==> src/rtl/typeb_tx_pkg.sv <==
package typeb_tx_pkg;

  typedef enum logic [2:0] {
    ST_IDLE,
    ST_SOF_LO,
    ST_SOF_HI,
    ST_CHAR,
    ST_GUARD,
    ST_WAITB,
    ST_EOF_LO
  } tx_state_e;

  localparam int CHAR_BITS   = 10;
  localparam int STOP_IDX    = CHAR_BITS - 1;
  localparam int LO_SHORT    = 10;
  localparam int LO_LONG     = 11;
  localparam int HI_SHORT    = 2;
  localparam int HI_LONG     = 3;
  localparam int TRIM_CYCLES = 8;

endpackage

==> src/rtl/typeb_delim_calc.sv <==
module typeb_delim_calc #(
  parameter int ETU_W = 10,
  parameter int LEN_W = ETU_W + 4
) (
  input  logic [ETU_W-1:0] etu,
  input  logic             wide,
  input  logic             adjust,
  input  logic [1:0]       guard,
  output logic [LEN_W-1:0] sof_lo_len,
  output logic [LEN_W-1:0] sof_hi_len,
  output logic [LEN_W-1:0] eof_lo_len,
  output logic [LEN_W-1:0] guard_len
);
  import typeb_tx_pkg::*;

  logic [LEN_W-1:0] etu_l;
  logic [LEN_W-1:0] lo_short, lo_long, hi_short, hi_long;
  logic [LEN_W-1:0] part [2];

  assign etu_l    = LEN_W'(etu);
  assign lo_short = etu_l * LEN_W'(LO_SHORT);
  assign lo_long  = etu_l * LEN_W'(LO_LONG);
  assign hi_short = etu_l * LEN_W'(HI_SHORT);
  assign hi_long  = etu_l * LEN_W'(HI_LONG);

  // long form: wide only; trimmed form: wide and adjust; else the short form
  always_comb begin
    if (wide && adjust) begin
      sof_lo_len = lo_long - LEN_W'(TRIM_CYCLES);
      sof_hi_len = hi_short + LEN_W'(TRIM_CYCLES);
      eof_lo_len = lo_long - LEN_W'(TRIM_CYCLES);
    end else if (wide) begin
      sof_lo_len = lo_long;
      sof_hi_len = hi_long;
      eof_lo_len = lo_long;
    end else begin
      sof_lo_len = lo_short;
      sof_hi_len = hi_short;
      eof_lo_len = lo_short;
    end
  end

  // guard length = code * etu, built from shifted partial terms
  for (genvar i = 0; i < 2; i++) begin : g_guard
    assign part[i] = guard[i] ? (etu_l << i) : '0;
  end
  assign guard_len = part[0] + part[1];

endmodule

==> src/rtl/typeb_cycle_timer.sv <==
module typeb_cycle_timer #(
  parameter int LEN_W = 14
) (
  input  logic             clk,
  input  logic             rst,
  input  logic             load,
  input  logic [LEN_W-1:0] load_val,
  output logic             tick
);
  logic [LEN_W-1:0] cnt;

  always_ff @(posedge clk) begin
    if (rst)
      cnt <= '0;
    else if (load)
      cnt <= load_val - LEN_W'(1);
    else if (cnt != '0)
      cnt <= cnt - LEN_W'(1);
  end

  assign tick = (cnt == '0);

endmodule

==> src/rtl/typeb_frame_ctrl.sv <==
module typeb_frame_ctrl #(
  parameter int ETU_W = 10,
  parameter int LEN_W = ETU_W + 4
) (
  input  logic             clk,
  input  logic             rst,
  input  logic [7:0]       in_data,
  input  logic             in_valid,
  input  logic             in_last,
  output logic             in_ready,
  input  logic             cfg_no_sof,
  input  logic             cfg_no_eof,
  input  logic [ETU_W-1:0] etu,
  input  logic [LEN_W-1:0] sof_lo_len,
  input  logic [LEN_W-1:0] sof_hi_len,
  input  logic [LEN_W-1:0] eof_lo_len,
  input  logic [LEN_W-1:0] guard_len,
  input  logic             tick,
  output logic             ld,
  output logic [LEN_W-1:0] ld_val,
  output logic             line_level,
  output logic             active
);
  import typeb_tx_pkg::*;

  tx_state_e        st, st_n;
  logic [3:0]       bit_q;
  logic [7:0]       data_q;
  logic             last_q;
  logic [LEN_W-1:0] etu_q, sof_hi_q, eof_q, guard_q;
  logic             no_eof_q;
  logic             char_done, accept, start;
  logic [2:0]       didx;

  assign char_done = (st == ST_CHAR && bit_q == 4'(STOP_IDX) && tick && guard_q == '0)
                   || (st == ST_GUARD && tick);
  assign in_ready  = (st == ST_IDLE) || (st == ST_WAITB) || (char_done && !last_q);
  assign accept    = in_valid && in_ready;
  assign start     = accept && (st == ST_IDLE);

  always_comb begin
    st_n   = st;
    ld     = 1'b0;
    ld_val = etu_q;
    if (char_done) begin
      if (last_q) begin
        if (no_eof_q) begin
          st_n = ST_IDLE;
        end else begin
          st_n   = ST_EOF_LO;
          ld     = 1'b1;
          ld_val = eof_q;
        end
      end else if (accept) begin
        st_n = ST_CHAR;
        ld   = 1'b1;
      end else begin
        st_n = ST_WAITB;
      end
    end else begin
      case (st)
        ST_IDLE: if (accept) begin
          st_n   = cfg_no_sof ? ST_CHAR : ST_SOF_LO;
          ld     = 1'b1;
          ld_val = cfg_no_sof ? LEN_W'(etu) : sof_lo_len;
        end
        ST_SOF_LO: if (tick) begin
          st_n   = ST_SOF_HI;
          ld     = 1'b1;
          ld_val = sof_hi_q;
        end
        ST_SOF_HI: if (tick) begin
          st_n = ST_CHAR;
          ld   = 1'b1;
        end
        ST_CHAR: if (tick) begin
          ld = 1'b1;
          if (bit_q == 4'(STOP_IDX)) begin
            st_n   = ST_GUARD;
            ld_val = guard_q;
          end
        end
        ST_WAITB: if (accept) begin
          st_n = ST_CHAR;
          ld   = 1'b1;
        end
        ST_EOF_LO: if (tick) st_n = ST_IDLE;
        default: st_n = st;
      endcase
    end
  end

  always_ff @(posedge clk) begin
    if (rst) begin
      st       <= ST_IDLE;
      bit_q    <= '0;
      data_q   <= '0;
      last_q   <= 1'b0;
      etu_q    <= '0;
      sof_hi_q <= '0;
      eof_q    <= '0;
      guard_q  <= '0;
      no_eof_q <= 1'b0;
    end else begin
      st <= st_n;
      if (st_n == ST_CHAR) begin
        if (st != ST_CHAR || char_done)
          bit_q <= '0;
        else if (tick)
          bit_q <= bit_q + 4'd1;
      end
      if (accept) begin
        data_q <= in_data;
        last_q <= in_last;
      end
      if (start) begin
        etu_q    <= LEN_W'(etu);
        sof_hi_q <= sof_hi_len;
        eof_q    <= eof_lo_len;
        guard_q  <= guard_len;
        no_eof_q <= cfg_no_eof;
      end
    end
  end

  assign didx = 3'(bit_q - 4'd1);

  always_comb begin
    case (st)
      ST_SOF_LO, ST_EOF_LO: line_level = 1'b0;
      ST_CHAR: begin
        if (bit_q == 4'd0)
          line_level = 1'b0;
        else if (bit_q == 4'(STOP_IDX))
          line_level = 1'b1;
        else
          line_level = data_q[didx];
      end
      default: line_level = 1'b1;
    endcase
  end

  assign active = (st != ST_IDLE);

endmodule

==> src/rtl/typeb_frame_tx.sv <==
module typeb_frame_tx #(
  parameter int ETU_W = 10,
  parameter int LEN_W = ETU_W + 4
) (
  input  logic             clk,
  input  logic             rst,
  input  logic [7:0]       in_data,
  input  logic             in_valid,
  input  logic             in_last,
  output logic             in_ready,
  input  logic             cfg_no_sof,
  input  logic             cfg_no_eof,
  input  logic             cfg_wide,
  input  logic             cfg_adjust,
  input  logic [1:0]       cfg_guard,
  input  logic [ETU_W-1:0] etu_cycles,
  output logic             mod_out,
  output logic             busy,
  output logic             cfg_err
);
  logic [LEN_W-1:0] sof_lo_len, sof_hi_len, eof_lo_len, guard_len;
  logic             tick, ld, line_level, active;
  logic [LEN_W-1:0] ld_val;

  typeb_delim_calc #(.ETU_W(ETU_W), .LEN_W(LEN_W)) calc_i (
    .etu        (etu_cycles),
    .wide       (cfg_wide),
    .adjust     (cfg_adjust),
    .guard      (cfg_guard),
    .sof_lo_len (sof_lo_len),
    .sof_hi_len (sof_hi_len),
    .eof_lo_len (eof_lo_len),
    .guard_len  (guard_len)
  );

  typeb_cycle_timer #(.LEN_W(LEN_W)) timer_i (
    .clk      (clk),
    .rst      (rst),
    .load     (ld),
    .load_val (ld_val),
    .tick     (tick)
  );

  typeb_frame_ctrl #(.ETU_W(ETU_W), .LEN_W(LEN_W)) ctrl_i (
    .clk        (clk),
    .rst        (rst),
    .in_data    (in_data),
    .in_valid   (in_valid),
    .in_last    (in_last),
    .in_ready   (in_ready),
    .cfg_no_sof (cfg_no_sof),
    .cfg_no_eof (cfg_no_eof),
    .etu        (etu_cycles),
    .sof_lo_len (sof_lo_len),
    .sof_hi_len (sof_hi_len),
    .eof_lo_len (eof_lo_len),
    .guard_len  (guard_len),
    .tick       (tick),
    .ld         (ld),
    .ld_val     (ld_val),
    .line_level (line_level),
    .active     (active)
  );

  always_ff @(posedge clk) begin
    if (rst) begin
      mod_out <= 1'b1;
      busy    <= 1'b0;
      cfg_err <= 1'b0;
    end else begin
      mod_out <= line_level;
      busy    <= active;
      cfg_err <= !cfg_wide && cfg_adjust;
    end
  end

endmodule

==> config.mk <==
export PLATFORM = sky130hd
export DESIGN_NAME = typeb_frame_tx
export DESIGN_NICKNAME = d
export VERILOG_FILES = /design/src/rtl/typeb_tx_pkg.sv /design/src/rtl/typeb_delim_calc.sv /design/src/rtl/typeb_cycle_timer.sv /design/src/rtl/typeb_frame_ctrl.sv /design/src/rtl/typeb_frame_tx.sv
export SDC_FILE = /design/constraint.sdc
export NUM_CORES = 1
export LEC_CHECK = 0
export ABC_AREA = 0
export ABC_CLOCK_PERIOD_IN_PS = 5200
export BUFFER_PORTS_ARGS = -buffer_cell sky130_fd_sc_hd__buf_4
export CORE_MARGIN = 2
export CORE_UTILIZATION = 29
export DETAILED_ROUTE_END_ITERATION = 12
export GPL_ROUTABILITY_DRIVEN = 1
export PLACE_DENSITY = 0.47
export REMOVE_ABC_BUFFERS = 1
export SLEW_MARGIN = 20
export SYNTH_ARGS = -nofsm -noshare
export SYNTH_HDL_FRONTEND = slang
export SYNTH_SLANG_ARGS = --single-unit
==> constraint.sdc <==
create_clock -name clk -period 5.2 [get_ports clk]
set_input_delay 0 -clock clk [delete_from_list [all_inputs] [get_ports clk]]
set_output_delay 0 -clock clk [all_outputs]
set_load 0.02 [all_outputs]
==> reports/results.txt, run 1 <==
Status = completed
Overflow after GRT = 0
Share of the synthesized area in the top cell type = 23.0%
Core area = 0.0242 sq mm
Clock Pin Slew Worst Setup and Hold Paths = 0.07 ns
Peak VDD IR = 0.000152 V
Post-synthesis cell area = 0.00715 sq mm
Max Slew Vio Count = 0
# nets final = 1062
Max-cap violations = 0
Power density cells = 367 mW/mm^2
Compound-cell area share of the yosys netlist = 25.8%
Post-Synth Simple-Gate Area = 24.2%
Remaining DRCs = 0
Clock Sinks = 82
Worst Hold Depth = 3
Crit path kind = primary input to flop
Post-synthesis async set-or-reset flop share = 0%
DP HPWL = 17800 um
#FFs+latches synth = 82
Final non-filler cell total = 1299
Yosys cell types = 79
Via Count = 6937
Layout cells sized above 1 = 8.00%
XOR/XNOR Fraction of Synth Area = 4.74%
Worst Setup SP = etu_cycles[3]
Max Buffers Root-to-Sink = 2
Die Height = 161 um
Port Buffers = 31
DRT iter0 DRCs = 553
Starting density of the core = 29.5%
Initial antenna violation count = 0
Rows = 57
Critical path arrival = 5.00 ns
CTS Root Cell = clkbuf_16
CTS tree = yes
Die width = 161 um
Slew headroom = 25.5%
Hold Fails Final Rpt = 0
N_diodes = 0
Skew-Pair Late Insertion Delay = 0.36 ns
Largest family of logic cells by synthesized area = compound AO/OA/AOI/OAI gates
Setup violations, final = 0
First drt pass iteration count = 5
Seq/Total Area, Yosys = 23.0%
Post-Route WL = 23900 um
Hold crit path type = primary input to flop
Fin Hold WS = 0.00187 ns
Slew @ Worst Pin = 1.12 ns
Number of flops mapped to enable cells by yosys = 0
Synth Flop Type = dfxtp_1
End of the worst register-to-register path = timer_i.cnt[13]$_SDFFE_PP0P_
Mux cell area share after synthesis = 3.33%
Die ar. = 0.0259 sq mm
Area growth, synth to finish = 13.8%
Syn_area_per_cell = 7.53 sq um
Max H-tree Level = 3
CP endpoint kind = flop
Vias in the first global route = 6565
Cells after Synth = 950
Largest net degree at the start of global routing = 66
Placed Instances = 1263
Via/cell ratio = 5.34
RSZ-0062 raised after global routing = no
Final min period = 4.70 ns
Most frequent cell after synthesis = nand2_1
Synth area leaders = dfxtp_1 (23%), ha_1 (9.3%), a21oi_1 (6.3%)
Worst R2R Start = ctrl_i.st[1]$_SDFF_PP0_
CP required = 5.50 ns
First-pass GRT wire length = 37800 um
Yosys warnings = 0
Total leakage power = 3.24 nW
Adder-cell share of the synthesized area = 12.4%
Crit path to = timer_i.cnt[13]$_SDFFE_PP0P_
Synth top cells by count = nand2_1 (101), nor2_1 (93), a21oi_1 (90)
GP Congestion = 0.884
Inserted Clock Buffers = 9
Post-DR wirelength/cell = 18.4 um
Antenna Violating Nets Remaining = 0
Post-synth top area cell = dfxtp_1
I/O pins = 32
Fmax achieved = 213 MHz
R2R Setup Slk = 0.98 ns
CP Launch Type = primary input
Period utilization = 90.4%
Postcts setup bufs = 0
Worst hold start = etu_cycles[8]
Clock skew = 0.0120 ns
Crit-path max FO = 10
Worst R2R Path Depth = 11
Total GRT Usage = 18.6%
-- cell usage in the layout (no fill, tap or decap), types with 10 or more instances in the layout --
| cell type | count |
|---|---|
| nand2_1 | 101 |
| nor2_1 | 93 |
| a21oi_1 | 90 |
| dfxtp_1 | 82 |
| inv_1 | 62 |
| ha_1 | 53 |
| o21ai_0 | 41 |
| buf_4 | 41 |
| nand3_1 | 30 |
| xnor2_1 | 29 |
| dlygate4sd3_1 | 20 |
| and2_1 | 19 |
| nor3_1 | 18 |
| a211oi_1 | 18 |
| mux2i_1 | 17 |
| o211ai_1 | 16 |
| nor4_1 | 15 |
| fa_1 | 11 |
| nor2b_1 | 10 |
| a221oi_1 | 10 |
-- metal layers --
layer  share of wire, %  global-route usage [%]  vias up
li1                   -                       -     3479
met2                 46                    29.4      153
met4                1.2                    4.42        0
met5                  0                       0        -
met1                 49                    27.1     3287
met3                4.3                    2.13       18
-- through the flow --
stage	total power, W	setup TNS, ns	setup WS [ns]	util, %	cell area (sq um)
after detailed placement	0.00234	0	0.540	31.5	7640
after global placement	0.00234	0	0.663	31.5	7640
final	0.00298	0	0.500	33.6	8140
after global routing	0.00320	0	0.0459	33.6	8140
after CTS	0.00298	0	0.317	33.5	8130
after floorplan	0.00188	-5.69	-0.581	-	6920
-- worst max-delay path, stage by stage --
cell,delay [ns]
dlygate4sd3_1,0.54
buf_4,0.19
ha_1,0.31
inv_1,0.06
fa_1,0.50
inv_1,0.04
ha_1,0.25
a211oi_1,0.50
o21bai_1,0.24
a22o_1,0.35
nor4_2,0.37
mux2i_1,0.29
o2111ai_1,0.20
a22oi_1,0.32
nand4_2,0.21
or4_1,0.55
nand2_1,0.08
-- worst min path at each step --
stage | endpoint | slack [ns]
after floorplan | ctrl_i.bit_q[1]$_SDFFE_PP0P_ | 0.07
after global placement | ctrl_i.data_q[3]$_SDFFE_PP0P_ | 0.24
after detailed placement | ctrl_i.data_q[1]$_SDFFE_PP0P_ | 0.25
after CTS | ctrl_i.etu_q[8]$_SDFFE_PP0P_ | 0.003
after global routing | ctrl_i.etu_q[8]$_SDFFE_PP0P_ | 0.02
final | ctrl_i.etu_q[8]$_SDFFE_PP0P_ | 0.002
-- power by group --
group          leakage (nW)  switching (W)  internal (W)
clock                 0.142       0.000298      0.000332
sequential            0.672       0.000106      0.000738
combinational          2.43       0.000929      0.000580
-- cell type report --
cell class / instances / area, sq um
Clock inverter: 7 / 60.1
Multi-Input combinational cell: 752 / 5050
Sequential cell: 82 / 1640
Fill cell: 2656 / 16100
Inverter: 64 / 240
Timing Repair Buffer: 61 / 508
Clock buffer: 9 / 225
Tap cell: 324 / 405
-- flip-flops by register name, indices dropped and copies added (netlist names) --
signal and cells:
busy 1, cfg_err 1, ctrl_i.bit_q 4, ctrl_i.data_q 8, ctrl_i.eof_q 14, ctrl_i.etu_q 10
ctrl_i.guard_q 12, ctrl_i.last_q 1, ctrl_i.no_eof_q 1, ctrl_i.sof_hi_q 12, ctrl_i.st 3, mod_out 1
timer_i.cnt 14
-- logic make-up after synthesis --
family                     after synthesis
and+or+nand+nor                        350
AOI/OAI and AO/OA                      280
buffers and inverters                  116
DFF                                     82
adders and majority gates               64
xor gates and xnor gates                37
muxes                                   21
-- repair_timing --
item,CTS,global route
resized for setup,0,1
hold buffers,20,0
hold endpoints to repair,21,0
setup endpoints to repair,0,2
(Power assumes the default switching activity.)
==> inputs of run 2 (changes only) <==
--- a/config.mk
+++ b/config.mk
@@ -8,11 +8,13 @@
 export ABC_AREA = 0
 export ABC_CLOCK_PERIOD_IN_PS = 5200
 export BUFFER_PORTS_ARGS = -buffer_cell sky130_fd_sc_hd__buf_4
+export CELL_PAD_IN_SITES_DETAIL_PLACEMENT = 1
+export CELL_PAD_IN_SITES_GLOBAL_PLACEMENT = 1
 export CORE_MARGIN = 2
 export CORE_UTILIZATION = 29
 export DETAILED_ROUTE_END_ITERATION = 12
 export GPL_ROUTABILITY_DRIVEN = 1
-export PLACE_DENSITY = 0.47
+export PLACE_DENSITY = 0.58
 export REMOVE_ABC_BUFFERS = 1
 export SLEW_MARGIN = 20
 export SYNTH_ARGS = -nofsm -noshare
==> run 2 against run 1 <==
Compared with the run above:
- clock-buffer cell count is the same
- critical path depth unchanged
- critical path type unchanged
- largest cell class unchanged
- first-iteration DRC count is 20% lower
==> reports/results.txt, run 2 (synthesized netlist as in run 1, its figures left out) <==
GP Congestion = 0.846
Setup WS pre-CTS = 0.630 ns
Die width = 161 um
Clock Sinks = 82
Commonest non-fill, non-tap cell in the layout = nand2_1
Top delay family on crit path = simple AND/OR/NAND/NOR gates
CP required = 5.50 ns
Area growth, synth to finish = 14.4%
Skew-Pair Late Insertion Delay = 0.36 ns
CP Launch Type = primary input
Vias in the first global route = 7113
Initial antenna violation count = 0
Worst Setup SP = etu_cycles[2]
Via/cell ratio = 5.37
Post-DR wirelength/cell = 19.7 um
# nets final = 1066
Max incr delay on CP = 0.55 ns
Fin Hold WS = 0.0355 ns
Cell chain of the critical path = dlygate4sd3_1 > buf_4 > ha_1 > inv_1 > fa_1 > inv_1 > ha_1 > o21a_1 > or3_1 > a22o_1 > nor4_2 > mux2i_1 > o2111ai_1 > a22oi_1 > nand4_2 > or4_1 > nand2_1
First-pass GRT wire length = 40900 um
Slew @ Worst Pin = 1.01 ns
Core area = 0.0242 sq mm
CP max-delay cell = or4_1
Die Height = 161 um
Placed Instances = 1268
Peak VDD IR = 0.000180 V
Post-layout power = 0.00307 W
Remaining DRCs = 0
Status = completed
Max Buffers Root-to-Sink = 2
Starting density of the core = 29.5%
CTS Root Cell = clkbuf_16
R2R Setup Slk = 0.94 ns
Total leakage power = 3.27 nW
RSZ-0062 raised after global routing = no
Clock skew = 0.0116 ns
Final min period = 4.67 ns
Via Count = 6998
Worst Hold Depth = 2
Inserted Clock Buffers = 9
N_diodes = 0
Worst R2R Path Depth = 10
Clock Pin Slew Worst Setup and Hold Paths = 0.07 ns
Antenna Violating Nets Remaining = 0
Setup violations, final = 0
Worst path depth = 17
Power density cells = 375 mW/mm^2
Max Slew Vio Count = 0
Max-cap violations = 0
Final worst slack = 0.533 ns
Total GRT Usage = 20.1%
Slew headroom = 32.1%
Crit path to = timer_i.cnt[13]$_SDFFE_PP0P_
CP endpoint kind = flop
Die ar. = 0.0259 sq mm
Max H-tree Level = 3
Post-Route WL = 25700 um
Crit path buf inv count = 4
Largest net degree at the start of global routing = 36
Worst R2R Start = ctrl_i.st[1]$_SDFF_PP0_
I/O pins = 32
Fmax achieved = 214 MHz
End of the worst register-to-register path = timer_i.cnt[10]$_SDFFE_PP0P_
DRT iter0 DRCs = 442
Port Buffers = 31
DP HPWL = 19700 um
First drt pass iteration count = 5
Final non-filler cell total = 1303
Layout cells sized above 1 = 8.58%
Crit path kind = primary input to flop
Overflow after GRT = 0
Crit-path max FO = 14
Rows = 57
Most frequent cells in the layout = nand2_1 (101), nor2_1 (92), a21oi_1 (90)
Top Registers = ctrl_i.eof_q: 14 flops, timer_i.cnt: 14 flops
Period utilization = 89.8%
Hold Fails Final Rpt = 0
CTS tree = yes
Critical path arrival = 4.97 ns
Hold crit path type = primary input to flop
run 2: changes by cell type in the layout (fill, tap and decap cells not counted):
cell           delta
dlygate4sd3_1     -1
clkinv_4          -2
inv_8             +2
buf_4             +5
nor2_2            +1
nor2_1            -1
clkinv_2          -1
clkinv_8          +1
run 2: repair_timing:
action | CTS | global route
endpoints found under the hold margin | 21 | 0
setup endpoints to repair | 0 | 3
resized for setup | 0 | 1
buffers inserted | 0 | 0
hold buffers | 19 | 0
run 2: stage by stage:
step / setup TNS (ns) / util (%) / area [sq um]
global placement: 0 / 31.7 / 7680
floorplan: -5.69 / - / 6920
finish: 0 / 33.7 / 8180
CTS: 0 / 33.7 / 8170
global route: 0 / 33.7 / 8180
detailed placement: 0 / 31.7 / 7680
run 2: cell type report:
type / count / area (sq um)
clock inverters: 7 / 76.3
repair buffers: 65 / 536
well taps: 324 / 405
multi-input cells: 752 / 5060
clock buffers: 9 / 225
flip-flops and latches: 82 / 1640
fillers: 3016 / 16100
inverters: 64 / 240
run 2: where the power goes:
part | internal (W) | switching (W) | leakage, nW
Combinational | 0.000597 | 0.000972 | 2.45
Sequential | 0.000738 | 0.000103 | 0.672
Clock | 0.000343 | 0.000319 | 0.149
Total | 0.00168 | 0.00139 | 3.27
run 2: worst min path at each step:
stage                  start                       endpoint
3_3_place_gp      in_data[7]  ctrl_i.data_q[7]$_SDFFE_PP0P_
3_5_place_dp      in_data[2]  ctrl_i.data_q[2]$_SDFFE_PP0P_
5_1_grt        etu_cycles[4]   ctrl_i.etu_q[4]$_SDFFE_PP0P_
2_1_floorplan            rst   ctrl_i.bit_q[1]$_SDFFE_PP0P_
6_report                 rst  ctrl_i.data_q[2]$_SDFFE_PP0P_
4_1_cts        etu_cycles[4]   ctrl_i.etu_q[4]$_SDFFE_PP0P_
run 2: worst reg2reg max path, cell delays in order (launching register included):
cell and delay, ns:
dfxtp_1 0.95, nand3_1 0.39, nor2_1 0.76, a31oi_2 0.16, buf_4 0.24, mux2_2 0.26
a32o_1 0.23, nor4b_4 0.35, nand3_1 0.16, or4_1 0.56, a21oi_1 0.14
run 2: metal layers:
| layer | global-route usage (%) | vias to the layer above | part of all wire [%] |
|---|---|---|---|
| li1 | - | 3482 | - |
| met1 | 28.1 | 3398 | 50 |
| met2 | 33.5 | 93 | 47 |
| met3 | 2.16 | 25 | 2.4 |
| met4 | 4.14 | 0 | 1.4 |
| met5 | 0 | - | 0 |
